File: config.mk
export PLATFORM = sky130hd
export DESIGN_NAME = tamper_zeroize_ctrl
export DESIGN_NICKNAME = d
export VERILOG_FILES = /design/src/rtl/tzc_pkg.sv /design/src/rtl/tzc_cfg_reg.sv /design/src/rtl/tzc_event.sv /design/src/rtl/tzc_zero_seq.sv /design/src/rtl/tzc_ret_mem.sv /design/src/rtl/tamper_zeroize_ctrl.sv
export SDC_FILE = /design/constraint.sdc
export NUM_CORES = 1
export LEC_CHECK = 0
export BUFFER_PORTS_ARGS = -buffer_cell sky130_fd_sc_hd__buf_2
export CORE_MARGIN = 1
export CORE_UTILIZATION = 45
export CTS_BUF_LIST = sky130_fd_sc_hd__clkbuf_4
export CTS_CLUSTER_DIAMETER = 30
export DETAILED_ROUTE_END_ITERATION = 12
export PLACE_DENSITY = 0.64
export SLEW_MARGIN = 10
export SYNTH_ARGS = -nofsm -noshare
export SYNTH_HDL_FRONTEND = slang
export SYNTH_HIERARCHICAL = 1
export SYNTH_SLANG_ARGS = --single-unit
File: constraint.sdc
create_clock -name clk -period 4.8 [get_ports clk]
set_input_delay 0.96 -clock clk [delete_from_list [all_inputs] [get_ports clk]]
set_output_delay 0.96 -clock clk [all_outputs]
set_load 0.01 [all_outputs]
File: src/rtl/tzc_pkg.sv
// Shared types and control-word bit positions for the tamper zeroization controller.
// Assumes a control word of at least 12 bits.
package tzc_pkg;

    typedef enum logic [1:0] {
        ZSEL_NONE = 2'd0,
        ZSEL_LOW  = 2'd1,
        ZSEL_HIGH = 2'd2,
        ZSEL_ALL  = 2'd3
    } zsel_e;

    typedef struct packed {
        logic  wake_en;
        zsel_e zsel;
        logic  det_en;
    } tz_cfg_t;

    localparam int POS_DET  = 0;
    localparam int POS_ACK  = 4;
    localparam int POS_ZSEL = 8;
    localparam int POS_WAKE = 11;

endpackage

File: src/rtl/tzc_cfg_reg.sv
// Control register: holds detection enable, region select and wake enable.
// Produces a one-cycle acknowledge pulse for bit 4 writes.
// Assumes the write strobe is already in this clock domain; qualifier and lock gate every write.
module tzc_cfg_reg
    import tzc_pkg::*;
#(
    parameter int DATA_W = 32
) (
    input  logic              clk,
    input  logic              rst_n,
    input  logic              wr_en,
    input  logic              wr_ready,
    input  logic              locked,
    input  logic [DATA_W-1:0] wr_data,
    output tz_cfg_t           cfg,
    output logic              ack_pulse,
    output logic [DATA_W-1:0] rd_data
);

    logic wr_ok;
    logic unused_wr_bits;

    assign wr_ok          = wr_en && wr_ready && !locked;
    assign unused_wr_bits = ^wr_data;

    // Capture the configuration fields on a qualified write.
    always_ff @(posedge clk) begin
        if (!rst_n) begin
            cfg <= '0;
        end else if (wr_ok) begin
            cfg.det_en  <= wr_data[POS_DET];
            cfg.zsel    <= zsel_e'(wr_data[POS_ZSEL +: 2]);
            cfg.wake_en <= wr_data[POS_WAKE];
        end
    end

    // Acknowledge strobe: only on a qualified write with bit 4 set.
    assign ack_pulse = wr_ok && wr_data[POS_ACK];

    // Readback: configured fields only, everything else zero.
    always_comb begin
        rd_data                 = '0;
        rd_data[POS_DET]        = cfg.det_en;
        rd_data[POS_ZSEL +: 2]  = cfg.zsel;
        rd_data[POS_WAKE]       = cfg.wake_en;
    end

endmodule

File: src/rtl/tzc_event.sv
// Tamper event latch: detects a rising edge on the tamper input and latches an event.
// Defers an acknowledge that arrives while zeroization is active.
// Assumes tamper_in is already synchronised and filtered.
module tzc_event (
    input  logic clk,
    input  logic rst_n,
    input  logic tamper_in,
    input  logic det_en,
    input  logic ack_pulse,
    input  logic seq_busy,
    output logic event_q,
    output logic detect
);

    logic tamper_q;
    logic ack_pend;
    logic rise;

    // Previous tamper level, used for edge detection.
    always_ff @(posedge clk) begin
        if (!rst_n) tamper_q <= 1'b0;
        else        tamper_q <= tamper_in;
    end

    assign rise   = tamper_in && !tamper_q;
    assign detect = rise && det_en && !event_q;

    // Remember an acknowledge that cannot be applied yet.
    always_ff @(posedge clk) begin
        if (!rst_n)                                ack_pend <= 1'b0;
        else if (ack_pulse && (seq_busy || detect)) ack_pend <= 1'b1;
        else if (ack_pend && !seq_busy)            ack_pend <= 1'b0;
    end

    // Event latch: set on detection; cleared by an acknowledge once idle.
    always_ff @(posedge clk) begin
        if (!rst_n)                                       event_q <= 1'b0;
        else if (detect)                                  event_q <= 1'b1;
        else if ((ack_pulse || ack_pend) && !seq_busy)    event_q <= 1'b0;
    end

endmodule

File: src/rtl/tzc_zero_seq.sv
// Zeroization sequencer: on start, walks the selected region one word per clock from its lowest address.
// Assumes WORDS is even; the region is captured at start and cannot change mid-run.
module tzc_zero_seq
    import tzc_pkg::*;
#(
    parameter int WORDS  = 16,
    parameter int ADDR_W = $clog2(WORDS)
) (
    input  logic              clk,
    input  logic              rst_n,
    input  logic              start,
    input  zsel_e             zsel,
    output logic              busy,
    output logic [ADDR_W-1:0] waddr
);

    localparam int HALF = WORDS / 2;
    localparam logic [ADDR_W-1:0] A_FIRST = '0;
    localparam logic [ADDR_W-1:0] A_MID   = ADDR_W'(HALF);
    localparam logic [ADDR_W-1:0] A_LOWE  = ADDR_W'(HALF - 1);
    localparam logic [ADDR_W-1:0] A_LAST  = ADDR_W'(WORDS - 1);

    logic [ADDR_W-1:0] last_q;
    logic [ADDR_W-1:0] first_d;
    logic [ADDR_W-1:0] last_d;
    logic              go_d;

    // Decode the region bounds from the select field.
    always_comb begin
        go_d    = 1'b1;
        first_d = A_FIRST;
        last_d  = A_LAST;
        case (zsel)
            ZSEL_NONE: go_d = 1'b0;
            ZSEL_LOW:  last_d = A_LOWE;
            ZSEL_HIGH: first_d = A_MID;
            default:   ;
        endcase
    end

    // Walk the region: load bounds on start, step until the last word.
    always_ff @(posedge clk) begin
        if (!rst_n) begin
            busy   <= 1'b0;
            waddr  <= '0;
            last_q <= '0;
        end else if (start && !busy) begin
            busy   <= go_d;
            waddr  <= first_d;
            last_q <= last_d;
        end else if (busy) begin
            if (waddr == last_q) busy  <= 1'b0;
            else                 waddr <= waddr + 1'b1;
        end
    end

endmodule

File: src/rtl/tzc_ret_mem.sv
// Retention memory: word storage with a zeroization write path and a gated access port.
// Storage is not reset (it is retained); the read register is reset.
module tzc_ret_mem #(
    parameter int WORDS  = 16,
    parameter int DATA_W = 32,
    parameter int ADDR_W = $clog2(WORDS)
) (
    input  logic              clk,
    input  logic              rst_n,
    input  logic              zero_en,
    input  logic [ADDR_W-1:0] zero_addr,
    input  logic              req,
    input  logic              we,
    input  logic [ADDR_W-1:0] addr,
    input  logic [DATA_W-1:0] wdata,
    output logic [DATA_W-1:0] rdata
);

    logic [DATA_W-1:0] words [WORDS];

    for (genvar g = 0; g < WORDS; g++) begin : g_word
        // One storage word: zeroization wins, port writes only when idle.
        always_ff @(posedge clk) begin
            if (zero_en && (zero_addr == ADDR_W'(g)))
                words[g] <= '0;
            else if (!zero_en && req && we && (addr == ADDR_W'(g)))
                words[g] <= wdata;
        end
    end

    // Registered read port; returns zero while zeroization is active.
    always_ff @(posedge clk) begin
        if (!rst_n)             rdata <= '0;
        else if (req && !we)    rdata <= zero_en ? '0 : words[addr];
    end

endmodule

File: src/rtl/tamper_zeroize_ctrl.sv
// Top of the tamper zeroization controller: control register, event latch, region sequencer, memory.
// Assumes a single always-on clock; synchronisation and filtering of tamper_in are done upstream.
module tamper_zeroize_ctrl
    import tzc_pkg::*;
#(
    parameter int DATA_W = 32,
    parameter int WORDS  = 16,
    parameter int ADDR_W = $clog2(WORDS)
) (
    input  logic              clk,
    input  logic              rst_n,
    input  logic              reg_wr_en,
    input  logic [DATA_W-1:0] reg_wr_data,
    input  logic              wr_ready,
    input  logic              regs_locked,
    output logic [DATA_W-1:0] reg_rd_data,
    input  logic              tamper_in,
    input  logic              mem_req,
    input  logic              mem_we,
    input  logic [ADDR_W-1:0] mem_addr,
    input  logic [DATA_W-1:0] mem_wdata,
    output logic [DATA_W-1:0] mem_rdata,
    output logic              tamper_event,
    output logic              wake_req,
    output logic              clr_busy
);

    tz_cfg_t           cfg;
    logic              ack_pulse;
    logic              detect;
    logic [ADDR_W-1:0] zaddr;

    tzc_cfg_reg #(.DATA_W(DATA_W)) u_cfg (
        .clk       (clk),
        .rst_n     (rst_n),
        .wr_en     (reg_wr_en),
        .wr_ready  (wr_ready),
        .locked    (regs_locked),
        .wr_data   (reg_wr_data),
        .cfg       (cfg),
        .ack_pulse (ack_pulse),
        .rd_data   (reg_rd_data)
    );

    tzc_event u_evt (
        .clk       (clk),
        .rst_n     (rst_n),
        .tamper_in (tamper_in),
        .det_en    (cfg.det_en),
        .ack_pulse (ack_pulse),
        .seq_busy  (clr_busy),
        .event_q   (tamper_event),
        .detect    (detect)
    );

    tzc_zero_seq #(.WORDS(WORDS), .ADDR_W(ADDR_W)) u_seq (
        .clk   (clk),
        .rst_n (rst_n),
        .start (detect),
        .zsel  (cfg.zsel),
        .busy  (clr_busy),
        .waddr (zaddr)
    );

    tzc_ret_mem #(.WORDS(WORDS), .DATA_W(DATA_W), .ADDR_W(ADDR_W)) u_mem (
        .clk       (clk),
        .rst_n     (rst_n),
        .zero_en   (clr_busy),
        .zero_addr (zaddr),
        .req       (mem_req),
        .we        (mem_we),
        .addr      (mem_addr),
        .wdata     (mem_wdata),
        .rdata     (mem_rdata)
    );

    // Wake request follows the latched event, gated by the wake enable.
    assign wake_req = tamper_event && cfg.wake_en;

endmodule

# After elaboration in Yosys (flattened, before gate mapping)
# Memories as Yosys holds them, arrays and structs flattened.
# Index checks and enable logic that the tools add are counted.
# Widths: inputs -> output; s select.
# word_totals
mem_bits_rw	512
out_inout_bits	67
in_bits	76
memories	1
regBits	48
word_cells	292
# mem_list
name	depth	width	rd	rd_clocked_by_memory_dff	wr	line	text
u_mem.words	16	32	1	0	1	tzc_ret_mem.sv:19	logic [DATA_W-1:0] words [WORDS];
# op_classes
mux	155
n_eq_ne	34
n_bitwise	16
n_reduce_logical	75
addsub	1
# op_table
cell	n
$mux 32	32
$reduce_or 32->1	15
$mux 1	103
$mux 4	20
$eq 4x4->1 const B	16
$logic_and 1x1->1	46
$eq 4x3->1 const B	8
$eq 4x2->1 const B	4
$or 1x1->1	16
$eq 4x1->1 const B	2
$logic_not 4->1	2
$reduce_bool 2->1	3
$logic_not 1->1	5
$add 4x1->4 const B	1
$eq 4x4->1	1
$eq 2x1->1 const B	1
$eq 2x2->1 const B	1
$logic_not 2->1	1
$logic_or 1x1->1	2
$ne 2x1->1 const B	1
$reduce_and 2->1	1

# Longest topological paths before layout
# depth
depth_word	24
depth_mapped	8

# Hierarchy
# Netlist, hierarchy kept.
# by_module_without_submodules
mod	cells_per_inst	area_each_um2	seq_area_each_um2	instances
tzc_ret_mem	1569	24145.7	16015.4	1
tzc_cfg_reg	53	425.4	80.1	1
tzc_zero_seq	45	381.6	140.1	1
tzc_event	13	143.9	60.1	1
tamper_zeroize_ctrl	1	6.3	0.0	1

# Worst setup path after synthesis
# Ideal clock, no wire load.
# synth_timing
kind	input to register
startpoint	in mem_we
endpoint	mem u_mem.words[4][0], enable pin
arrival_time_ns	3.252
slack_ns	1.115
setup_ns	0.433
t_required_ns	4.367
path_stages	4
path_cell_list	and3b_1 -> or3b_1 -> buf_2 -> o22ai_1
# synth_between
elab_chain_len	22
# synth_rtl
element	line	text
start: declaration	tamper_zeroize_ctrl.sv:19	input logic mem_we,
$logic_and 1x1->1 (*)	tzc_ret_mem.sv:26	else if (!zero_en && req && we && (addr == ADDR_W'(g)))
$logic_and 1x1->1	tzc_ret_mem.sv:26	
$mux 1	tzc_ret_mem.sv:26	
$mux 1	tzc_ret_mem.sv:24	if (zero_en && (zero_addr == ADDR_W'(g)))
$mux 1 (implied by the code)	tzc_ret_mem.sv:27	words[g] <= wdata;
$or 1x1->1 (no line)	n/a	
$reduce_or 32->1 (no line)	n/a	
$mux 4 (no line) or $mux 1 (tied branches) (15 in a row)	n/a	
end: declaration	tzc_ret_mem.sv:19	
# Every way passes the cells marked *; elsewhere a longest branch is shown, timed or not.

# Worst setup path after layout
# layout_timing
startpoint	reg u_seq.busy
endpoint	mem u_mem.words[2][14], enable pin
# layout_between
elab_chain_len	24
# layout_rtl
element	line	text
start: declaration	tzc_zero_seq.sv:13	output logic busy,
start signal: assignment	tzc_zero_seq.sv:48	busy <= go_d;
$logic_not 1->1	tzc_ret_mem.sv:26	
$logic_and 1x1->1 (3 in a row)	tzc_ret_mem.sv:26	
$mux 1	tzc_ret_mem.sv:26	
$mux 1	tzc_ret_mem.sv:24	
$mux 1 (implied by the code)	tzc_ret_mem.sv:27	
$or 1x1->1 (no line)	n/a	
$reduce_or 32->1 (no line)	n/a	
$mux 4 (no line) or $mux 1 (tied branches) (15 in a row)	n/a	
# Parallel ways exist; a longest one is shown, timed or not.

==> summary by stage <==
Setup path
The signal on the critical path passes through or3b_2 -> o21bai_4 -> buf_4. The cell family contributing the most delay on the critical path is compound AO/OA/AOI/OAI gates. Along the worst path, the maximum fanout reaches 26. The buffer and inverter count on the worst path is 1. The critical path data arrival time is 3.65 ns. Data on the critical path is required at its endpoint by about 5.4 ns. The stage delay of the slowest cell on the critical path is 1.00 ns. The startpoint class of the critical path is a register. The worst setup path is captured at a register.

The library cell contributing the largest single delay on the critical path is o21bai_4. The worst setup path is of the register to register kind.

Timing
Setup total negative slack on the finished layout was measured at 0 ns. Based on the critical path, the design can be clocked at up to 332.4 MHz. Setup violations remaining at the end of the flow were counted as 0. The worst path meets setup with about 1.8 ns of slack.

The tightest slew margin relative to the limit is approximately 18%. The slew of the pin with the lowest slew margin is about 1.2 ns. The number of failing hold endpoints at the final stage is 0.

Across the routed clock network, the largest skew measured is roughly 0.056 ns. Across all hold checks on the routed design, the worst slack comes to between 0.2 and 0.3 ns. The final-report max-slew violation count is 0. The shortest clock period the worst path allows after layout is 3.008 ns. Setup repair after global routing left no endpoint under its margin. The worst path uses between 60% and 70% of the clock period.

Final layout
The number of standard cells in the final layout excluding fillers is 2700. The layout has between 4000 and 5000 filler cells. The share of layout cells above drive strength 1 is 29.14%. After the last flow step, the layout net total stands at approximately 1900. Across the whole layout, storage elements account for 16300 µm². The area taken by multi-input logic gates is about 8300 µm². The post-route cell area is between 20000 and 30000 µm². The synthesis-to-layout area growth is 13.66%.

Global routing
The sum of overflow across all layers after global routing is 0. The via count of the first global-routing pass is 15329. The first global-routing pass estimated 94230 µm of wire. The global routing usage on met3 is under 10%.

The fraction of met2 tracks used by global routing is around two fifths. The largest net degree at the start of global routing is 95. Global routing consumed, on the met1 layer, between 20% and 30% of the routing resources. The layer with the highest usage is met2. The number of antenna violations at the first check in global routing came to 6. Global routing used 22.96% of the available tracks.

Placement
The total half-perimeter wirelength after legalization and detailed placement is ~35000 µm. Including well taps, the total number of placed cells is between 2000 and 2500. The global placement routability congestion is 0.7307. The pre-CTS setup slack is 1.139 ns.

Input and output buffers added on the ports amount to between 80 and 90. Summing all placed instances gives a cell area of 26530 µm².

Power and ir drop
In this run, flip-flops and latches consume between 50% and 60% of the power. Net switching is approximately 23% of the power. Summed over all nets, the switching power comes to about 0.0023 W.

The internal cell power is a little under 0.008 W. For this design the static power due to leakage is 9.930 nW. The share of total power in the clock network is 42.5%. Combinational logic is responsible for approximately 5.0% of the overall power. The worst vdd rail ir drop is ~0.21 mV.

The ratio of total power to cell area is between 300 and 400 nW/µm².

Min path
The class of the tightest hold or removal check is input port to register.

Yosys
The proportion of synthesized chip area in sequential cells is approximately two thirds. After synthesis, the netlist uses 51 different library cells. The number of cells produced by synthesis is between 1500 and 2000. The mapped netlist covers around 25000 µm². The most used flip-flop cell after synthesis is edfxtp_1. The average instance in the mapped netlist occupies 14.93 µm².

The count of flip-flops with a built-in enable after synthesis is around 510. Yosys printed 6 warnings. The share of flip-flops with an asynchronous set or reset is 0%. The synthesized flop and latch total is roughly 560.

Clocking
The clock insertion delay at the later pin of the skew report is between 0.9 and 1 ns. The clock transition at the registers of the reported paths is 0.06 ns. The number of buffers added for setup after CTS is 0. For this design, the sink count on the clock tree is approximately 560.

After clock tree synthesis, the repair step resized 0 gates. In this run, CTS created clock tree buffers numbering 151. The clock passes through at most 3 buffers.

TritonCTS built the clock tree. In this run, post-CTS hold repair placed 0 buffers. The maximum level of the CTS H-tree is 4. CTS placed an instance of clkbuf_4 at the clock tree root.

Detailed routing
After detailed routing, the number of vias per cell comes to 5.355. The first detailed-routing pass ran for 5 iterations. The remaining antenna violation count is 0. After detailed routing, the average wire length per cell comes to approximately 23 µm. The wire length reported by the detailed router is 62920 µm. The total DRC errors in the routed layout is 0. The detailed router placed approximately 14000 vias in this run. The detailed router's first-iteration violation count is 946.

Floorplan
The initialized floorplan defines 86 standard-cell rows. The initial standard-cell utilization of the core is a little under half. The floorplan step set the die width to ~240 µm. The core region is around 55000 µm². From bottom edge to top edge, the die measures roughly 240 µm.

The count of boundary I/O pins is between 100 and 150. The die covers around 57000 µm².

Outcome
The flow ran to the end, and the final reports show no timing, DRC or antenna violations.

Job
The max-cap check violation count is 0.
cells in the final DEF (no fill, tap or decap), drive strengths merged, types with 28 or more instances in the layout:
master    n
a22oi    64
mux2i    69
edfxtp  512
buf     141
mux4     96
conb     28
o211ai   34
nand2    50
dfxtp    46
mux2     33
clkbuf  237
and2    516
worst paths after layout:
kind / startpoint / endpoint / slack (ns) / cells after the start
max: u_seq/busy / u_mem/words[2][14] / 1.79 / 3
min: reg_wr_data[11] / u_cfg/cfg[3] / 0.28 / 3
min reg2reg: u_cfg/cfg[3] / u_cfg/cfg[3] / 0.46 / 2
max reg2reg: u_seq/busy / u_mem/words[2][14] / 1.79 / 3
metrics by stage:
step                      utilization (%)  total power [W]
after floorplan                         -         0.005767
after global placement              48.16         0.005930
after detailed placement            48.16         0.005939
after CTS                           51.77          0.01026
after global routing                51.79          0.01054
final                               51.79          0.01013
worst min-delay path: stages:
cell and delay (ns):
buf_2 0.09, nand2_1 0.05, mux2i_1 0.06
cells in the mapped netlist (3+ instances only):
library cell	number	area share, %
a22oi_1	64	1.9
and2_1	515	13
buf_1	3	0.045
buf_2	18	0.36
buf_4	39	1.2
clkbuf_1	98	1.5
clkbuf_2	12	0.24
dfxtp_1	46	3.7
edfxtp_1	512	61
inv_1	7	0.10
mux2_2	32	1.4
mux2i_1	69	2.8
mux4_2	96	8.6
nand2_1	50	0.75
nand2b_1	3	0.075
nand3_1	6	0.12
nand3b_1	4	0.12
nor2_1	15	0.22
nor2_2	3	0.075
nor3_1	3	0.060
o211ai_1	34	1.0
o21bai_1	4	0.12
o22ai_1	13	0.32
cells by family (layout without fill, tap and decap cells):
| family | Yosys count | after routing | share of synthesized area [%] |
|---|---|---|---|
| xor+xnor | 1 | 1 | 0.06481 |
| fa+ha+maj | 1 | 1 | 0.04984 |
| compound gates | 128 | 128 | 3.743 |
| mux | 198 | 198 | 12.84 |
| simple gates | 615 | 615 | 14.90 |
| flops | 558 | 558 | 64.92 |
| other cells | 1 | 31 | 0.01494 |
| buf+inv | 179 | 420 | 3.469 |
flip-flops by register name, summed over array words and instances, names as in the netlist:
register and count:
u_mem/words 512, u_mem/rdata 32, u_cfg/cfg 4, u_seq/waddr 4, u_seq/last_q 2, u_evt/ack_pend 1
u_evt/event_q 1, u_evt/tamper_q 1, u_seq/busy 1
metal layers:
| metal | vias to the layer above | routed length (µm) | share of wire [%] |
|---|---|---|---|
| li1 | 6534 | - | - |
| met1 | 7320 | 25150 | 40 |
| met2 | 460 | 32080 | 51 |
| met3 | 144 | 3653 | 5.8 |
| met4 | 0 | 2028 | 3.2 |
| met5 | - | 0 | 0 |
area by class of cell:
type	instances	share of cell area, %
Sequential cell	558	57.12
Clock inverter	35	0.7411
Timing Repair Buffer	141	3.350
Tap cell	748	3.280
Multi-Input combinational cell	971	29.16
Antenna cell	3	0.02631
Inverter	7	0.09209
Clock buffer	237	6.236
power groups by stage:
stage | clock [W] | sequential [W] | combinational, W
final | 0.00430 | 0.00532 | 0.000509
after global routing | 0.00468 | 0.00532 | 0.000549
after CTS | 0.00442 | 0.00532 | 0.000516
after detailed placement | 0 | 0.00542 | 0.000515
after global placement | 0 | 0.00542 | 0.000509
after floorplan | 0 | 0.00543 | 0.000341
(Power assumes the default switching activity.)
